[src/rtl/dq_pkg.sv]
package dq_pkg;
    localparam int NUM_QUEUES = 5;

    typedef enum logic [2:0] {
        CLS_SCALAR = 3'd0,
        CLS_VEC    = 3'd1,
        CLS_MAT    = 3'd2,
        CLS_MV1    = 3'd3,
        CLS_MV2    = 3'd4,
        CLS_MV3    = 3'd5
    } insn_class_e;

    typedef enum logic [1:0] {
        Q_EMPTY,
        Q_PART,
        Q_FULL
    } qstate_e;
endpackage

[src/rtl/dq_route.sv]
module dq_route
    import dq_pkg::*;
(
    input  logic                  in_valid,
    input  logic [2:0]            in_class,
    input  logic [NUM_QUEUES-1:0] q_full,
    output logic                  ready,
    output logic                  is_scalar,
    output logic                  is_bad,
    output logic [NUM_QUEUES-1:0] push
);
    logic [NUM_QUEUES-1:0] target;

    always_comb begin
        target    = '0;
        is_scalar = 1'b0;
        is_bad    = 1'b0;
        case (in_class)
            CLS_SCALAR: is_scalar = 1'b1;
            CLS_VEC:    target[0] = 1'b1;
            CLS_MAT:    target[1] = 1'b1;
            CLS_MV1:    target[2] = 1'b1;
            CLS_MV2:    target[3] = 1'b1;
            CLS_MV3:    target[4] = 1'b1;
            default:    is_bad    = 1'b1;
        endcase
    end

    assign ready = ((target & q_full) == '0);
    assign push  = (in_valid && ready) ? target : '0;
endmodule

[src/rtl/dq_queue.sv]
module dq_queue
    import dq_pkg::*;
#(
    parameter int W     = 8,
    parameter int DEPTH = 4
) (
    input  logic         clk,
    input  logic         rst_n,
    input  logic         push,
    input  logic [W-1:0] push_data,
    input  logic         pop_ready,
    output logic         out_valid,
    output logic [W-1:0] out_data,
    output logic         full
);
    localparam int AW = (DEPTH > 1) ? $clog2(DEPTH) : 1;
    localparam int CW = $clog2(DEPTH + 1);
    localparam logic [AW-1:0] LAST = AW'(DEPTH - 1);

    qstate_e       state, state_nxt;
    logic [W-1:0]  mem [DEPTH];
    logic [AW-1:0] wr_ptr, rd_ptr;
    logic [CW-1:0] count;
    logic          pop;

    assign pop = out_valid && pop_ready;

    always_comb begin
        state_nxt = state;
        unique case (state)
            Q_EMPTY: if (push) state_nxt = (DEPTH == 1) ? Q_FULL : Q_PART;
            Q_PART: begin
                if (push && !pop && count == CW'(DEPTH - 1)) state_nxt = Q_FULL;
                else if (pop && !push && count == CW'(1))    state_nxt = Q_EMPTY;
            end
            Q_FULL:  if (pop) state_nxt = (DEPTH == 1) ? Q_EMPTY : Q_PART;
            default: state_nxt = Q_EMPTY;
        endcase
    end

    always_ff @(posedge clk) begin
        if (!rst_n) begin
            state  <= Q_EMPTY;
            wr_ptr <= '0;
            rd_ptr <= '0;
            count  <= '0;
        end else begin
            state <= state_nxt;
            if (push) wr_ptr <= (wr_ptr == LAST) ? '0 : wr_ptr + 1'b1;
            if (pop)  rd_ptr <= (rd_ptr == LAST) ? '0 : rd_ptr + 1'b1;
            if (push && !pop)      count <= count + 1'b1;
            else if (pop && !push) count <= count - 1'b1;
        end
    end

    always_ff @(posedge clk) begin
        if (push) mem[wr_ptr] <= push_data;
    end

    always_comb begin
        out_valid = 1'b0;
        full      = 1'b0;
        unique case (state)
            Q_EMPTY: ;
            Q_PART:  out_valid = 1'b1;
            Q_FULL: begin
                out_valid = 1'b1;
                full      = 1'b1;
            end
            default: ;
        endcase
    end

    assign out_data = mem[rd_ptr];

    assert_no_overflow_R7: assert property (@(posedge clk) disable iff (!rst_n)
        push |-> state != Q_FULL);
    assert_hold_R6: assert property (@(posedge clk) disable iff (!rst_n)
        (out_valid && !pop_ready && !$past(!rst_n)) |=> (out_valid && $stable(out_data)));
    assert_depth_R9: assert property (@(posedge clk) disable iff (!rst_n)
        count <= CW'(DEPTH));
    assert_full_count_R9: assert property (@(posedge clk) disable iff (!rst_n)
        (state == Q_FULL) |-> (count == CW'(DEPTH)));
endmodule

[src/rtl/typed_dispatch.sv]
module typed_dispatch
    import dq_pkg::*;
#(
    parameter int PW    = 8,
    parameter int DEPTH = 4
) (
    input  logic                     clk,
    input  logic                     rst_n,
    input  logic                     in_valid,
    output logic                     in_ready,
    input  logic [2:0]               in_class,
    input  logic [PW-1:0]            in_payload,
    output logic                     scalar_fire,
    output logic [PW-1:0]            scalar_payload,
    output logic                     bad_class,
    output logic [NUM_QUEUES-1:0]    out_valid,
    input  logic [NUM_QUEUES-1:0]    out_ready,
    output logic [NUM_QUEUES*PW-1:0] out_payload
);
    logic [NUM_QUEUES-1:0] q_full, push;
    logic                  is_scalar, is_bad;

    dq_route u_route (
        .in_valid (in_valid),
        .in_class (in_class),
        .q_full   (q_full),
        .ready    (in_ready),
        .is_scalar(is_scalar),
        .is_bad   (is_bad),
        .push     (push)
    );

    assign scalar_fire    = in_valid && is_scalar;
    assign scalar_payload = in_payload;
    assign bad_class      = in_valid && is_bad;

    for (genvar k = 0; k < NUM_QUEUES; k++) begin : g_q
        dq_queue #(.W(PW), .DEPTH(DEPTH)) u_q (
            .clk      (clk),
            .rst_n    (rst_n),
            .push     (push[k]),
            .push_data(in_payload),
            .pop_ready(out_ready[k]),
            .out_valid(out_valid[k]),
            .out_data (out_payload[k*PW +: PW]),
            .full     (q_full[k])
        );
    end

    assert_scalar_unqueued_R2: assert property (@(posedge clk) disable iff (!rst_n)
        scalar_fire |-> (push == '0 && in_ready));
    assert_bad_dropped_R4: assert property (@(posedge clk) disable iff (!rst_n)
        bad_class |-> (push == '0 && !scalar_fire && in_ready));
    assert_one_target_R3: assert property (@(posedge clk) disable iff (!rst_n)
        $onehot0(push));
    assert_stall_R7: assert property (@(posedge clk) disable iff (!rst_n)
        (in_valid && !in_ready) |-> (push == '0 && !scalar_fire && !bad_class));
endmodule

[config.mk]
export PLATFORM = sky130hd
export DESIGN_NAME = typed_dispatch
export DESIGN_NICKNAME = d
export VERILOG_FILES = /design/src/rtl/dq_pkg.sv /design/src/rtl/dq_route.sv /design/src/rtl/dq_queue.sv /design/src/rtl/typed_dispatch.sv
export SDC_FILE = /design/constraint.sdc
export NUM_CORES = 1
export LEC_CHECK = 0
export ABC_CLOCK_PERIOD_IN_PS = 4200
export BUFFER_PORTS_ARGS = -buffer_cell sky130_fd_sc_hd__buf_2
export CORE_MARGIN = 3
export CORE_UTILIZATION = 35
export DETAILED_ROUTE_END_ITERATION = 6
export PLACE_DENSITY = 0.58
export SLEW_MARGIN = 20
export SYNTH_ARGS = -nofsm -noshare
export SYNTH_HDL_FRONTEND = slang
export SYNTH_SLANG_ARGS = --single-unit
[constraint.sdc]
create_clock -name clk -period 4.2 [get_ports clk]
set_clock_uncertainty 0.05 [all_clocks]
set_input_delay 0.42 -clock clk [delete_from_list [all_inputs] [get_ports clk]]
set_output_delay 0.42 -clock clk [all_outputs]
set_load 0.01 [all_outputs]
# Word-level counts from Yosys, hierarchy flattened
# Memory sizes are Yosys's and may differ from the RTL's. A register that Yosys moved wholly into a read port is not among the register bits.
# Index checks and enable logic that the tools add are counted.
# op_classes
addsub,20
eq_ne,50
n_mux,83
n_bitwise,1
reduce_logical,61
# ops
cell,n
2-bit 2-to-1 mux,40
2-bit == test (second input constant),15
3-bit 2-to-1 mux,10
2-bit case mux with 3 select lines,5
1-bit logical AND,28
1-bit 2-to-1 mux,27
3-bit by 2-bit == test with 1-bit output (second input constant),7
2-bit by 1-bit adder with 2-bit output (second input constant),10
3-bit by 1-bit == test with 1-bit output (second input constant),6
3-bit by 1-bit adder with 3-bit output (second input constant),5
3-bit by 1-bit inequality test with 1-bit output (second input constant),5
3-bit AND reduction,5
3-bit by 1-bit subtractor with 3-bit output (second input constant),5
2-bit by 1-bit == test with 1-bit output (second input constant),5
1-bit zero test,10
2-bit zero test,5
2-bit by 1-bit inequality test with 1-bit output (second input constant),5
2-bit inequality test (second input constant),5
2-bit nonzero test,5
2-bit OR reduction,5
3-bit == test (second input constant),2
6-bit OR reduction,1
5-bit AND,1
5-bit zero test,1
2 further kinds,2
# totals
regBits,45
mem_bits_rw,160
input_bits,19
out_inout_bits,56
word_cells,240
mem_count,5
# memory_table
memory,words,word_bits,rd,rd_ports_with_merged_regs,write_ports,line_no,rtl
g_q[0].u_q.mem,4,8,1,1,1,dq_queue.sv:21,logic [W-1:0] mem [DEPTH];
g_q[1].u_q.mem,4,8,1,1,1,dq_queue.sv:21,
g_q[2].u_q.mem,4,8,1,1,1,dq_queue.sv:21,
g_q[3].u_q.mem,4,8,1,1,1,dq_queue.sv:21,
g_q[4].u_q.mem,4,8,1,1,1,dq_queue.sv:21,

# Depth between registers and ports, before layout
# logic_depth
ltp_word,12
ltp_mapped,9
mapped_depth_nobuf,9

# Cells and area by module
# From an unflattened synthesis, not the netlist that was laid out.
# unflattened
cells_unflattened,613
hier_area_um2,9455.3
# by_module_without_submodules
module,n_inst,cells_per_inst,area_per_inst_um2
dq_queue,5,117,1850.5
dq_route,1,18,130.1
typed_dispatch,1,10,72.6

# Least setup slack after synthesis
# No wires, ideal clock.
# synth_path
path_kind,register to register
from,register g_q[3].u_q.state[0]
to,register g_q[3].u_q.state[1]
arrival_ns,2.111
required_ns,4.031
slack_ns,1.920
path_stages_with_launch,10
period_less_slack_ns,2.280
cell_sequence,dfxtp_1 > inv_1 > ha_1 > or4_4 > inv_1 > ha_1 > nand2_1 > o211a_1 > a221o_1 > mux2i_1
# synth_between
elab_chain_len,11
elab_cells_between_ends,23
cone_classes,eq/ne (5); mux (5); bitwise (1); reduce/logical (12)
# synth_rtl
element,line_no,rtl
"start, declared",dq_queue.sv:20,"qstate_e state, state_nxt;"
"start signal, assigned",dq_queue.sv:48,state <= state_nxt;
2-bit == test (*),dq_queue.sv:63,unique case (state)
1-bit 2-to-1 mux (*),dq_queue.sv:63,
5-bit AND (*),dq_route.sv:29,assign ready = ((target & q_full) == '0);
5-bit zero test (*),dq_route.sv:29,
1-bit logical AND (*),dq_route.sv:30,assign push = (in_valid && ready) ? target : '0;
5-bit 2-to-1 mux (*),dq_route.sv:30,
net g_q[3].u_q.push,dq_queue.sv:9,"input logic push,"
1-bit zero test,dq_queue.sv:34,else if (pop && !push && count == CW'(1)) state_nxt = Q_EMPTY;
1-bit logical AND (2 in a row),dq_queue.sv:34,
3-bit by 1-bit inequality test with 1-bit output (no source line),-,
3-bit AND reduction (no source line),-,
# Mark *: on every way through the listed nets, which the timed path passes. The rest lies on a longest branch.
# A chain may end at the register's enable or synchronous reset.

# Worst setup path in the final report
# layout_path
from,register g_q[3].u_q.state[0]
to,register g_q[3].u_q.state[0]
# The elaborated chain is that of the path after synthesis.

==> impl_metrics.env <==
export IMPL_status="complete, no violations"
export IMPL_vdd_drop_max_mv=0.211
export IMPL_antenna_found_initial=0
export IMPL_ys_ff_latch=215
export IMPL_r2r_end="g_q[3].u_q.state[0]"
export IMPL_synth_edf_count=160
export IMPL_layout_cells_non_filler=1053
export IMPL_area_growth_syn_to_layout_pct=15.3
export IMPL_clk_pin_slew_worst_paths_ns=0.06
export IMPL_grt_pass1_vias=5617
export IMPL_async_flop_share_pct=0
export IMPL_die_x_um=170
export IMPL_dp_hpwl_mm=12.5
export IMPL_drive_above_1_share_pct=22.4
export IMPL_place_congestion=0.782
export IMPL_yosysSeqAreaShare_pct=62.6
export IMPL_cp_arrival_ns=2.91
export IMPL_fin_nets=794
export IMPL_dr_pass1_iters=7
export IMPL_rows=59
export IMPL_netlist_area_sq_um=9440
export IMPL_p_leak_nw=4.00
export IMPL_tightest_slew_ns=0.852
export IMPL_pin_count=75
export IMPL_antenna_left=0
export IMPL_final_common_cell="edfxtp_1"
export IMPL_finalWorstSetupSlack_ns=1.67
export IMPL_die_height_um=170
export IMPL_cts_sinks=215
export IMPL_holdPathEnd="g_q[0].u_q.mem[2][0]"
export IMPL_num_antenna_cells=0
export IMPL_endpoint_kind="flop"
export IMPL_synthCells=630
export IMPL_crit_required_ns=4.57
export IMPL_relSlewSlack_pct=43.2
export IMPL_cp_start_kind="flop"
export IMPL_htree_levels=1
export IMPL_die_area_sq_um=29000
export IMPL_hp_class="primary input to flop"
export IMPL_clockRootBuffer="clkbuf_16"
export IMPL_layout_common_cells="edfxtp_1, ha_1, buf_2"
export IMPL_period_share_pct=60.4
export IMPL_maxSlewViolCount=0
export IMPL_synthFlopType="edfxtp_1"
export IMPL_grt_pass1_wl_mm=29.8
export IMPL_hp_start="in_payload[0]"
export IMPL_dp_cells=1009
export IMPL_cts_tree="built"
export IMPL_nFillCells=2416
export IMPL_hold_buffers=0
export IMPL_r2r_start="g_q[3].u_q.state[0]"
export IMPL_drv_cap=0
export IMPL_fmax_ghz=0.394
export IMPL_worstSetupPathType="flop to flop"
export IMPL_drc=0
export IMPL_cts_resized=0
export IMPL_worstRegToRegCells=9
export IMPL_whs_path_depth=1
export IMPL_wire_per_inst_um=17.4
export IMPL_yosysWarnings=0
export IMPL_synth_net_count=724
export IMPL_worstPathMaxFanout=7
export IMPL_vias=5079
export IMPL_tns_ns=0
export IMPL_finalSetupViolCount=0
export IMPL_grt_max_degree=54
export IMPL_initial_core_util_pct=35.9
export IMPL_finalPower_mw=5.19
export IMPL_cts_buffers=24
export IMPL_gr_total_overflow=0
export IMPL_viasPerCell=4.82
export IMPL_grt_setup_unrepaired="no"
export IMPL_ys_types=38
export IMPL_power_density_nw_per_um2=477
export IMPL_core_area_sq_um=26300
export IMPL_avgSynthCellArea_sq_um=15.0
export IMPL_dp_worst_setup_slack_ns=1.67
export IMPL_io_buffers=74
export IMPL_hold_viol=0
export IMPL_cts_path_max_buffers=3
export IMPL_reg2reg_slack_ns=1.67
export IMPL_fin_crit_ns=2.53
export IMPL_wirelength_mm=18.4
export IMPL_post_cts_setup_buffers=0
export IMPL_track_usage_pct=13.0
export IMPL_drt_initial_drc_count=200
export IMPL_insertion_delay_ns=0.51
## final cells by class
class	count	area (sq um)	area share (%)
sequential	215	5910	54.3
multi-input combinational	328	3140	28.9
clock buffer	30	674	6.20
tap	335	419	3.85
timing repair buffer	74	370	3.40
inverter	57	214	1.97
clock inverter	14	154	1.41
## critical path, stage by stage (launching register included)
cell     delay (ns)
dfxtp_1        0.37
inv_1          0.10
ha_1           0.25
or4_4          0.53
inv_1          0.18
ha_1           0.28
nand2_1        0.10
o211a_1        0.15
a221o_1        0.30
a21oi_1        0.16
## how the worst max path moves through the flow
stage,from,endpoint,slack (ns)
final,g_q[3].u_q.state[0],g_q[3].u_q.state[0],1.67
after global routing,g_q[3].u_q.state[0],g_q[3].u_q.state[1],1.51
after CTS,g_q[3].u_q.state[0],g_q[3].u_q.state[0],1.66
after detailed placement,in_class[2],g_q[2].u_q.state[1],1.67
after global placement,g_q[3].u_q.state[0],g_q[3].u_q.state[1],1.78
after floorplan,g_q[3].u_q.state[0],g_q[3].u_q.state[1],1.92
## routing by layer
metal  routed length [um]  GRT usage (%)  share of wire, %  vias to the layer above
met3                  728           2.14               4.0                       25
met1                 8050           16.5                44                     2559
met2                 9330           23.6                51                       90
met4                  239           2.68               1.3                        0
li1                     -              -                 -                     2405
met5                    0              0                 0                        -
## cells by family after synthesis
kind of cell	after synthesis	synth area share, %
AOI/OAI and AO/OA	52	3.42
xor gates and xnor gates	10	0.928
adders and majority gates	75	9.94
buffers and inverters	87	4.12
DFF	215	62.6
muxes	58	11.5
and+or+nand+nor	133	7.53
## power by group
group / internal, mW / switching (mW) / leakage [nW]
Clock: 1.32 / 0.819 / 0.412
Combinational: 0.287 / 0.314 / 1.70
Sequential: 2.35 / 0.0927 / 1.89
## through the flow
step	instance area, sq um	utilization (%)	hold slack [ns]
after floorplan	9440	-	0.417
after global placement	10100	38.2	0.429
after detailed placement	10100	38.2	0.450
after CTS	10900	41.4	0.292
after global routing	10900	41.4	0.316
final	10900	41.4	0.306
## state kept, by name, indices dropped and copies added (netlist names), named ones only
name / cells
g_q.u_q.wr_ptr: 10
g_q.u_q.count: 15
g_q.u_q.rd_ptr: 10
g_q.u_q.mem: 160
g_q.u_q.state: 10
## cells in the mapped netlist (6+ instances only)
cell,number,area [sq um]
nand2_1,41,154
dfxtp_1,55,1100
buf_4,13,97.6
ha_1,75,938
o211ai_1,6,45.0
a21oi_1,11,55.1
mux4_2,40,901
inv_1,57,214
o21ai_0,20,100
clkbuf_1,6,22.5
nor2b_1,18,113
edfxtp_1,160,4800
nor2_1,15,56.3
and2_1,35,219
nor3_1,7,35.0
mux2i_1,17,170
Power figures use the tool's default switching activity.
